`config.mk`:
```
export PLATFORM = sky130hd
export DESIGN_NAME = dual_mode_uart
export DESIGN_NICKNAME = d
export VERILOG_FILES = /design/src/rtl/dmu_pkg.sv /design/src/rtl/dmu_tx.sv /design/src/rtl/dmu_rx.sv /design/src/rtl/dmu_regs.sv /design/src/rtl/dual_mode_uart.sv
export SDC_FILE = /design/constraint.sdc
export NUM_CORES = 1
export LEC_CHECK = 0
export ABC_AREA = 0
export CORE_MARGIN = 1.5
export CORE_UTILIZATION = 25
export DETAILED_ROUTE_END_ITERATION = 7
export PLACE_DENSITY = 0.36
export SYNTH_ARGS = -nofsm -noshare
export SYNTH_HDL_FRONTEND = slang
export SYNTH_SLANG_ARGS = --single-unit
```
`constraint.sdc`:
```
create_clock -name clk_i -period 2.3 [get_ports clk_i]
set_input_delay 0.23 -clock clk_i [delete_from_list [all_inputs] [get_ports clk_i]]
set_output_delay 0.23 -clock clk_i [all_outputs]
set_load 0.02 [all_outputs]
```
`src/rtl/dmu_pkg.sv`:
```
package dmu_pkg;
  localparam int unsigned CTRL_W = 7;
  localparam int unsigned CB_FMT9 = 0;
  localparam int unsigned CB_CHK  = 1;
  localparam int unsigned CB_RXEN = 2;
  localparam int unsigned CB_TX9  = 3;
  localparam int unsigned CB_RX9  = 4;
  localparam int unsigned CB_TXF  = 5;
  localparam int unsigned CB_RXF  = 6;

  typedef enum logic [2:0] {TX_IDLE, TX_START, TX_DATA, TX_NINTH, TX_STOP} tx_state_e;
  typedef enum logic [1:0] {RX_IDLE, RX_START, RX_DATA, RX_STOP} rx_state_e;

  // filter: 9-bit uses the ninth bit, 8-bit uses the stop level
  function automatic logic rx_accept(logic fmt9, logic chk, logic bit9, logic stop);
    return !chk || (fmt9 ? bit9 : stop);
  endfunction
endpackage

```
`src/rtl/dmu_tx.sv`:
```
module dmu_tx
  import dmu_pkg::*;
#(
  parameter int unsigned OSR = 16,
  parameter int unsigned DW  = 8
) (
  input  logic          clk_i,
  input  logic          rst_ni,
  input  logic          tick_i,
  input  logic          start_i,
  input  logic [DW-1:0] data_i,
  input  logic          fmt9_i,
  input  logic          bit9_i,
  output logic          busy_o,
  output logic          done_o,
  output logic          txd_o
);
  localparam int unsigned CW = $clog2(OSR);
  localparam int unsigned IW = $clog2(DW);

  tx_state_e     st_q;
  logic [CW-1:0] cnt_q;
  logic [IW-1:0] idx_q;
  logic [DW:0]   sh_q;
  logic          nine_q, txd_q, done_q;
  logic          bit_end;

  assign bit_end = tick_i && (cnt_q == CW'(OSR-1));

  always_ff @(posedge clk_i or negedge rst_ni) begin
    if (!rst_ni) begin
      st_q   <= TX_IDLE;
      cnt_q  <= '0;
      idx_q  <= '0;
      sh_q   <= '0;
      nine_q <= 1'b0;
      txd_q  <= 1'b1;
      done_q <= 1'b0;
    end else begin
      done_q <= 1'b0;
      if (st_q != TX_IDLE && tick_i) cnt_q <= bit_end ? '0 : cnt_q + 1'b1;
      case (st_q)
        TX_IDLE: begin
          txd_q <= 1'b1;
          if (start_i) begin
            sh_q   <= {bit9_i, data_i};
            nine_q <= fmt9_i;
            cnt_q  <= '0;
            txd_q  <= 1'b0;
            st_q   <= TX_START;
          end
        end
        TX_START: if (bit_end) begin
          txd_q <= sh_q[0];
          sh_q  <= sh_q >> 1;
          idx_q <= '0;
          st_q  <= TX_DATA;
        end
        TX_DATA: if (bit_end) begin
          if (idx_q == IW'(DW-1)) begin
            if (nine_q) begin
              txd_q <= sh_q[0];
              st_q  <= TX_NINTH;
            end else begin
              txd_q  <= 1'b1;
              done_q <= 1'b1;
              st_q   <= TX_STOP;
            end
          end else begin
            txd_q <= sh_q[0];
            sh_q  <= sh_q >> 1;
            idx_q <= idx_q + 1'b1;
          end
        end
        TX_NINTH: if (bit_end) begin
          txd_q  <= 1'b1;
          done_q <= 1'b1;
          st_q   <= TX_STOP;
        end
        TX_STOP: if (bit_end) st_q <= TX_IDLE;
        default: st_q <= TX_IDLE;
      endcase
    end
  end

  assign busy_o = (st_q != TX_IDLE);
  assign done_o = done_q;
  assign txd_o  = txd_q;
endmodule

```
`src/rtl/dmu_rx.sv`:
```
module dmu_rx
  import dmu_pkg::*;
#(
  parameter int unsigned OSR  = 16,
  parameter int unsigned DW   = 8,
  parameter int unsigned SYNC = 2
) (
  input  logic          clk_i,
  input  logic          rst_ni,
  input  logic          tick_i,
  input  logic          en_i,
  input  logic          fmt9_i,
  input  logic          rxd_i,
  output logic          evt_o,
  output logic [DW-1:0] data_o,
  output logic          bit9_o,
  output logic          stop_o,
  output logic          fmt9_o,
  output logic          busy_o
);
  localparam int unsigned CW  = $clog2(OSR);
  localparam int unsigned RIW = $clog2(DW+1);

  logic [SYNC-1:0] sync_q;
  logic            rx_s;
  rx_state_e       st_q;
  logic [CW-1:0]   cnt_q;
  logic [RIW-1:0]  idx_q;
  logic [DW:0]     sh_q;
  logic            nine_q, evt_q, bit9_q, stop_q, fmt9_q;
  logic [DW-1:0]   data_q;
  logic            bit_end, mid_start;
  logic [RIW-1:0]  last_idx;

  assign rx_s      = sync_q[SYNC-1];
  assign bit_end   = tick_i && (cnt_q == CW'(OSR-1));
  assign mid_start = tick_i && (cnt_q == CW'(OSR/2-1));
  assign last_idx  = nine_q ? RIW'(DW) : RIW'(DW-1);

  always_ff @(posedge clk_i or negedge rst_ni) begin
    if (!rst_ni) sync_q <= '1;
    else         sync_q <= {sync_q[SYNC-2:0], rxd_i};
  end

  always_ff @(posedge clk_i or negedge rst_ni) begin
    if (!rst_ni) begin
      st_q   <= RX_IDLE;
      cnt_q  <= '0;
      idx_q  <= '0;
      sh_q   <= '0;
      nine_q <= 1'b0;
      evt_q  <= 1'b0;
      data_q <= '0;
      bit9_q <= 1'b0;
      stop_q <= 1'b0;
      fmt9_q <= 1'b0;
    end else begin
      evt_q <= 1'b0;
      if (!en_i) begin
        st_q  <= RX_IDLE;
        cnt_q <= '0;
      end else begin
        case (st_q)
          RX_IDLE: if (tick_i && !rx_s) begin
            st_q   <= RX_START;
            cnt_q  <= '0;
            nine_q <= fmt9_i;
          end
          RX_START: if (tick_i) begin
            if (mid_start) begin
              cnt_q <= '0;
              idx_q <= '0;
              st_q  <= rx_s ? RX_IDLE : RX_DATA;  // glitch if high again
            end else cnt_q <= cnt_q + 1'b1;
          end
          RX_DATA: if (tick_i) begin
            if (bit_end) begin
              cnt_q <= '0;
              sh_q  <= {rx_s, sh_q[DW:1]};
              if (idx_q == last_idx) st_q <= RX_STOP;
              else idx_q <= idx_q + 1'b1;
            end else cnt_q <= cnt_q + 1'b1;
          end
          RX_STOP: if (tick_i) begin
            if (bit_end) begin
              cnt_q  <= '0;
              evt_q  <= 1'b1;
              stop_q <= rx_s;
              data_q <= nine_q ? sh_q[DW-1:0] : sh_q[DW:1];
              bit9_q <= nine_q & sh_q[DW];
              fmt9_q <= nine_q;
              st_q   <= RX_IDLE;
            end else cnt_q <= cnt_q + 1'b1;
          end
          default: st_q <= RX_IDLE;
        endcase
      end
    end
  end

  assign evt_o  = evt_q;
  assign data_o = data_q;
  assign bit9_o = bit9_q;
  assign stop_o = stop_q;
  assign fmt9_o = fmt9_q;
  assign busy_o = (st_q != RX_IDLE);
endmodule

```
`src/rtl/dmu_regs.sv`:
```
module dmu_regs
  import dmu_pkg::*;
#(
  parameter int unsigned DW = 8
) (
  input  logic              clk_i,
  input  logic              rst_ni,
  input  logic              ctrl_wr_i,
  input  logic              data_wr_i,
  input  logic              sel_i,
  input  logic [DW-1:0]     wdata_i,
  input  logic              tx_busy_i,
  input  logic              tx_done_i,
  input  logic              rx_evt_i,
  input  logic [DW-1:0]     rx_data_i,
  input  logic              rx_bit9_i,
  input  logic              rx_stop_i,
  input  logic              rx_fmt9_i,
  output logic [CTRL_W-1:0] ctrl_o,
  output logic [DW-1:0]     rdata_o,
  output logic              tx_start_o,
  output logic              irq_o
);
  logic [CTRL_W-1:0] ctrl_q;
  logic [DW-1:0]     rxbuf_q;
  logic              take;

  assign take = rx_evt_i && rx_accept(rx_fmt9_i, ctrl_q[CB_CHK], rx_bit9_i, rx_stop_i);

  // later assignments win: hardware set overrides a same-cycle software write
  always_ff @(posedge clk_i or negedge rst_ni) begin
    if (!rst_ni) begin
      ctrl_q  <= '0;
      rxbuf_q <= '0;
    end else begin
      if (ctrl_wr_i) ctrl_q <= wdata_i[CTRL_W-1:0];
      if (tx_done_i) ctrl_q[CB_TXF] <= 1'b1;
      if (take) begin
        ctrl_q[CB_RXF] <= 1'b1;
        ctrl_q[CB_RX9] <= rx_fmt9_i ? rx_bit9_i : rx_stop_i;
        rxbuf_q        <= rx_data_i;
      end
    end
  end

  assign ctrl_o     = ctrl_q;
  assign rdata_o    = sel_i ? rxbuf_q : {{(DW-CTRL_W){1'b0}}, ctrl_q};
  assign tx_start_o = data_wr_i && !tx_busy_i;
  assign irq_o      = ctrl_q[CB_TXF] | ctrl_q[CB_RXF];
endmodule

```
`src/rtl/dual_mode_uart.sv`:
```
module dual_mode_uart
  import dmu_pkg::*;
#(
  parameter int unsigned OSR  = 16,
  parameter int unsigned DW   = 8,
  parameter int unsigned SYNC = 2
) (
  input  logic          clk_i,
  input  logic          rst_ni,
  input  logic          reg_wr_i,
  input  logic          reg_sel_i,
  input  logic [DW-1:0] reg_wdata_i,
  output logic [DW-1:0] reg_rdata_o,
  input  logic          baud_tick_i,
  input  logic          rxd_i,
  output logic          txd_o,
  output logic          irq_o
);
  logic [CTRL_W-1:0] ctrl;
  logic              ctrl_wr, data_wr;
  logic              tx_start, tx_busy, tx_done;
  logic              rx_evt, rx_bit9, rx_stop, rx_fmt9, rx_busy;
  logic [DW-1:0]     rx_data;

  assign ctrl_wr = reg_wr_i && !reg_sel_i;
  assign data_wr = reg_wr_i &&  reg_sel_i;

  dmu_regs #(.DW(DW)) u_regs (
    .clk_i, .rst_ni,
    .ctrl_wr_i (ctrl_wr),
    .data_wr_i (data_wr),
    .sel_i     (reg_sel_i),
    .wdata_i   (reg_wdata_i),
    .tx_busy_i (tx_busy),
    .tx_done_i (tx_done),
    .rx_evt_i  (rx_evt),
    .rx_data_i (rx_data),
    .rx_bit9_i (rx_bit9),
    .rx_stop_i (rx_stop),
    .rx_fmt9_i (rx_fmt9),
    .ctrl_o    (ctrl),
    .rdata_o   (reg_rdata_o),
    .tx_start_o(tx_start),
    .irq_o     (irq_o)
  );

  dmu_tx #(.OSR(OSR), .DW(DW)) u_tx (
    .clk_i, .rst_ni,
    .tick_i (baud_tick_i),
    .start_i(tx_start),
    .data_i (reg_wdata_i),
    .fmt9_i (ctrl[CB_FMT9]),
    .bit9_i (ctrl[CB_TX9]),
    .busy_o (tx_busy),
    .done_o (tx_done),
    .txd_o  (txd_o)
  );

  dmu_rx #(.OSR(OSR), .DW(DW), .SYNC(SYNC)) u_rx (
    .clk_i, .rst_ni,
    .tick_i(baud_tick_i),
    .en_i  (ctrl[CB_RXEN]),
    .fmt9_i(ctrl[CB_FMT9]),
    .rxd_i (rxd_i),
    .evt_o (rx_evt),
    .data_o(rx_data),
    .bit9_o(rx_bit9),
    .stop_o(rx_stop),
    .fmt9_o(rx_fmt9),
    .busy_o(rx_busy)
  );
endmodule

```
Word-level counts from Yosys, hierarchy flattened

Index checks and enable logic that the tools add are counted.

Word-level logic and storage cells: 164
RAM bits: 0
Output and inout bits: 10
Input port bits: 14
Memory bits (read-only): 0
Latch bits: 0
Register bits after elaboration: 71
Memories: 0

Mux-type cells: 68
Magnitude comparators: 0
Reduce and logical (&&, ||, !) cells: 35
Bitwise logic cells: 2
Divide/modulo/power cells: 0
Add/subtract/negate cells: 4
$mul: 0
Equal/unequal tests: 33
Shift operators: 0

Operators by type and width:

| cell                | count |
|---|---|
| $mux 4              | 16 |
| $mux 9              | 4 |
| $mux 3              | 9 |
| $pmux 9 s3          | 1 |
| $mux 2              | 10 |
| $mux 1              | 18 |
| $mux 8              | 2 |
| $reduce_and 4->1    | 4 |
| $ne 3x2->1 const B  | 5 |
| $pmux 3 s5          | 1 |
| $ne 2x1->1 const B  | 7 |
| $add 4x1->4 const B | 3 |
| $ne 3x3->1 const B  | 4 |
| $pmux 4 s3          | 1 |
| $ne 2x2->1 const B  | 5 |
| $logic_and 1x1->1   | 9 |
| $eq 4x4->1 const B  | 2 |
| $pmux 2 s4          | 1 |
| $pmux 4 s2          | 1 |
| $reduce_and 8->1    | 1 |
| $reduce_bool 2->1   | 4 |
| $mux 7              | 1 |
| $reduce_and 7->1    | 1 |
| $eq 3x2->1 const B  | 2 |
| other kinds (23)    | 30 |

Depth between registers and ports, before layout

Depth after elaboration: 7
Mapped depth: 7
Mapped depth without buffers: 6

Cells and area by module

A second synthesis with hierarchy kept.

Cells, all modules: 330
Area, all modules: 3512.1 µm²

Modules (own cells, without submodules):

| module         | sequential area each (µm²) | cells an instance | area an instance (µm²) | times used |
|---|---|---|---|---|
| dmu_rx         | 853.3                      | 165               | 1625.3                 | 1 |
| dmu_tx         | 551.8                      | 111               | 1137.3                 | 1 |
| dmu_regs       | 375.4                      | 52                | 733.2                  | 1 |
| dual_mode_uart | 0.0                        | 2                 | 16.3                   | 1 |

Worst setup path after synthesis

No wires, ideal clock.

Path type: reg2reg
Start: register u_tx.idx_q[0]
End: register u_tx.sh_q[1]
Setup time: 0.125 ns
Path buffers: 1
Data arrival time: 1.743 ns
Setup slack: 0.433 ns
Required time: 2.175 ns
Cell stages (with the launch flop): 7
Clock period less this slack: 1.867 ns
Path through: dfrtp_1 -> ha_1 -> ha_1 -> clkbuf_1 -> o21ai_0 -> a21oi_2 -> mux2_2

Word-level cells in the longest chain between the ends: 3

RTL lines:

| what                       | RTL line     | RTL |
|---|---|---|
| start: declaration         | dmu_tx.sv:23 | `logic [IW-1:0] idx_q;` |
| start signal: assignment   | dmu_tx.sv:72 | `idx_q <= idx_q + 1'b1;` |
| $eq 3x3->1                 | dmu_tx.sv:60 | `if (idx_q == IW'(DW-1)) begin` |
| $ne 2x2->1 (no line)       | n/a          |  |
| $reduce_and 5->1 (no line) | n/a          |  |
| end signal: assignment     | dmu_tx.sv:46 | `sh_q <= {bit9_i, data_i};` |
| end signal: assignment     | dmu_tx.sv:55 | `sh_q <= sh_q >> 1;` |
| end signal: assignment     | dmu_tx.sv:71 | `sh_q <= sh_q >> 1;` |
| end: declaration           | dmu_tx.sv:24 | `logic [DW:0] sh_q;` |

Every way passes these cells.
A chain may end at the register's enable or synchronous reset.

Worst setup path in the final report

Start: input port reg_sel_i
End: output port reg_rdata_o[5]

Word-level cells in the longest chain between the ends: 1

RTL lines:

| what               | RTL line             | RTL |
|---|---|---|
| start: declaration | dual_mode_uart.sv:11 | `input logic reg_sel_i,` |
| $mux 8             | dmu_regs.sv:47       | `assign rdata_o = sel_i ? rxbuf_q : {{(DW-CTRL_W){1'b0}}, ctrl_q};` |
| end: declaration   | dual_mode_uart.sv:13 | `output logic [DW-1:0] reg_rdata_o,` |

Every way passes these cells.

==> out/results.tsv <==
stage	metric	value	unit
grt	grt_pass1_vias	2463	
yosys	synth_cells	297	
sta	relSlewSlack	60.35	%
drt	ant_nets	0	
clocking	clock-sinks	71	
clocking	cts_tree	built	
floorplanning	core_area	0.01340	mm2
yosys	ys_warn_count	0	
yosys	synthTopCellsByArea	dfrtp_1 49%, mux2_2 13%, mux2_4 3.9%, mux2i_1 3.7%, o21ai_0 3.0%	
sta	hold_viol_final	0	
yosys	ys_seq_elements	71	
grt	grt_pass1_wl	13280	um
floorplanning	initial_core_util	25.91	%
layout	num-nets-final	351	
setup_path	cp_cell_sequence	clkdlybuf4s50_1 > buf_4 > mux2_2 > clkdlybuf4s50_1	
setup_path	cp_slowest_cell	clkdlybuf4s50_1	
floorplanning	rows	42	
clocking	max-clock-path-buffers	2	
setup_path	endpoint_kind	output port	
layout	syn2layout_area_growth	22.59	%
sta	fin_setup_tns	0	ns
sta	rsz0062_at_grt	false	
sta	fin_ws	0.2519	ns
clocking	cts_root_buffer	clkbuf_16	
setup_path	required	2.07	ns
sta	slew_violations	0	
pwr	p_per_area	870.6	mW/mm2
sta	setup_viol	0	
clocking	htreeDepth	3	
drt	routed-wl-met3	274	um
setup_path	start_kind	input port	
drt	vias	2361	
place	port_buffers	23	
grt	gr-total-overflow	0	
yosys	synth_top_area_share	49.01	%
pwr	p_leak	1.928	nW
floorplanning	die_h	120.9	um
drt	met2_wirelength	3492	um
min_path	hp-class	in2reg	
place	hpwl	5341	um
floorplanning	die_w	120.9	um
yosys	syn-num-nets	316	
clocking	clkTransAtPathRegs	0.06	ns
sta	fin_crit	2.048	ns
yosys	syn-mean-instance-area	11.69	um2
yosys	synth_top_area_cell	dfrtp_1	
run_status	run_status	finished clean	
drt	wl_per_cell	14.96	um
yosys	yosysUniqueCellTypes	49	
setup_path	path_max_fanout	10	
place	globalplace.congestion	0.6852	
setup_path	crit_arrival	1.82	ns
floorplanning	ios	24	
setup_path	max_stage_delay	0.54	ns
drt	drc	0	
sta	clock_skew	0.007048	ns
yosys	synthFlopType	dfrtp_1	
pwr	ir_drop	0.0004150	V
setup_path	critPathKind	in2out	
yosys	netlist_area	0.003472	mm2
yosys	async_reset_ff_share	100.0	%
drt	wirelength_met1	3839	um
grt	grt_max_degree	37	
yosys	seq_area_frac_synth	51.28	%
grt	grt_antenna_before_repair	0	
grt	grt_use_total	11.97	%
drt	top_layer	met4	
sta	worstMarginPinSlew	0.5948	ns
yosys	synth_edf_count	0	
clocking	postCtsSetupRepairBufs	0	
clocking	clk_latency	0.33	ns
layout	drive_gt1_share	27.00	%
layout	diodes	0	
clocking	cts_buffers	9	
drt	first_pass_iters	4	
drt	wirelength	7676	um
sta	fmax	0.4883	GHz
drt	viasPerCell	4.602	
place	dp_slack	0.1461	ns
drt	drtIter0Drc	89	
setup_path	crit_top_cell	clkdlybuf4s50_1	
sta	period_share	89.05	%
floorplanning	design.die.area	0.01460	mm2
run	max_cap_violations	0	
-- per-stage QoR --
step / util (%) / hold WS [ns] / total power, mW / cell area [um2] / std cells
2_1_floorplan: - / -0.06559 / 2.133 / 3472 / 297
3_3_place_gp: 29.62 / 0.2419 / 2.415 / 3969 / 496
3_5_place_dp: 29.62 / 0.2366 / 2.420 / 3969 / 496
4_1_cts: 31.76 / 0.2972 / 3.771 / 4257 / 513
5_1_grt: 31.76 / 0.2971 / 3.937 / 4257 / 513
6_report: 31.76 / 0.3092 / 3.706 / 4257 / 513
-- flip-flops by register name, summed over array words and instances (netlist names) --
name	flops
u_tx.done_o	1
u_rx.sync_q	2
u_regs.ctrl_o	7
u_rx.cnt_q	4
u_rx.nine_q	1
u_tx.txd_o	1
u_tx.st_q	3
u_tx.idx_q	3
u_rx.sh_q	9
u_tx.cnt_q	4
u_rx.idx_q	4
u_rx.evt_o	1
u_tx.nine_q	1
u_tx.sh_q	9
u_rx.fmt9_o	1
u_rx.st_q	2
u_rx.stop_o	1
u_rx.data_o	8
u_regs.rxbuf_q	8
u_rx.bit9_o	1
-- layout by cell type, fill, tap and decap left out, types with 3 or more instances in the layout --
| cell | instances |
|---|---|
| dfstp_2 | 3 |
| and2_1 | 3 |
| a21oi_2 | 3 |
| nor4b_1 | 3 |
| mux2i_1 | 13 |
| clkbuf_16 | 9 |
| ha_1 | 5 |
| mux2_4 | 9 |
| nand4_1 | 4 |
| o31ai_1 | 3 |
| dfrtp_1 | 68 |
| a22o_1 | 5 |
| o21ai_0 | 21 |
| nor2b_1 | 4 |
| a21oi_1 | 8 |
| buf_4 | 13 |
| or3b_2 | 3 |
| nor2_1 | 16 |
| clkdlybuf4s50_1 | 22 |
| mux2_2 | 40 |
| inv_1 | 6 |
| nand2b_1 | 3 |
| nand2_1 | 25 |
| nand3_1 | 5 |
-- layout make-up --
class	count	area [um2]
timing repair buffer	37	347.8
tap	176	220.2
sequential	71	1780
inverter	6	22.52
multi-input combinational	207	1608
fill	1395	9144
clock buffer	13	260.3
clock inverter	3	17.52
-- where the power goes --
group	switching, mW	internal, mW	total (mW)
clock network	0.531	0.786	1.32
registers	0.141	1.42	1.57
logic	0.379	0.443	0.823
total	1.05	2.65	3.71
-- cell families (layout without fill, tap and decap cells) --
logic type,Yosys count,after routing,share of synthesized area [%]
compound gates,58,58,11.10
flops,71,71,51.28
simple gates,80,80,12.29
buf+inv,19,59,2.414
fa+ha+maj,5,5,1.802
xor+xnor,2,2,0.5046
mux,62,62,20.61
-- worst max-delay path: cells and delay by family --
family	cells	cell delay, ns
buffers and inverters	3	1.21
multiplexers	1	0.37
-- repair_timing --
item                       in CTS  in global routing
gates resized for setup         0                  0
hold buffers                    1                  0
hold endpoints to repair       34                  0
setup endpoints to repair       0                  0
-- final timing paths --
kind	from	to	slack (ns)	depth (start not counted)
max in group asynchronous	rst_ni	u_rx.sync_q[1]	1.27	3
min reg2reg	u_rx.sync_q[0]	u_rx.sync_q[1]	0.36	0
min in group asynchronous	rst_ni	u_rx.sh_q[1]	0.41	2
max reg2reg	u_rx.cnt_q[0]	u_rx.sh_q[1]	0.26	5
min	rxd_i	u_rx.sync_q[0]	0.31	1
max	reg_sel_i	reg_rdata_o[5]	0.25	4
-- metal layers --
layer	vias to the layer above	track usage, %
li1	1144	-
met1	1183	16.46
met2	30	17.51
met3	4	4.323
met4	0	3.750
met5	-	0
-- cells in the mapped netlist (3+ instances only) --
master,count
a21oi_1,8
a21oi_2,3
a22o_1,5
and2_1,3
buf_2,4
clkbuf_1,7
dfrtp_1,68
dfstp_2,3
ha_1,5
inv_1,6
mux2_2,40
mux2_4,9
mux2i_1,13
nand2_1,25
nand2b_1,3
nand3_1,5
nand4_1,4
nor2_1,16
nor2b_1,4
nor4b_1,3
o21ai_0,21
o31ai_1,3
or3b_2,3
(Power assumes the default switching activity.)
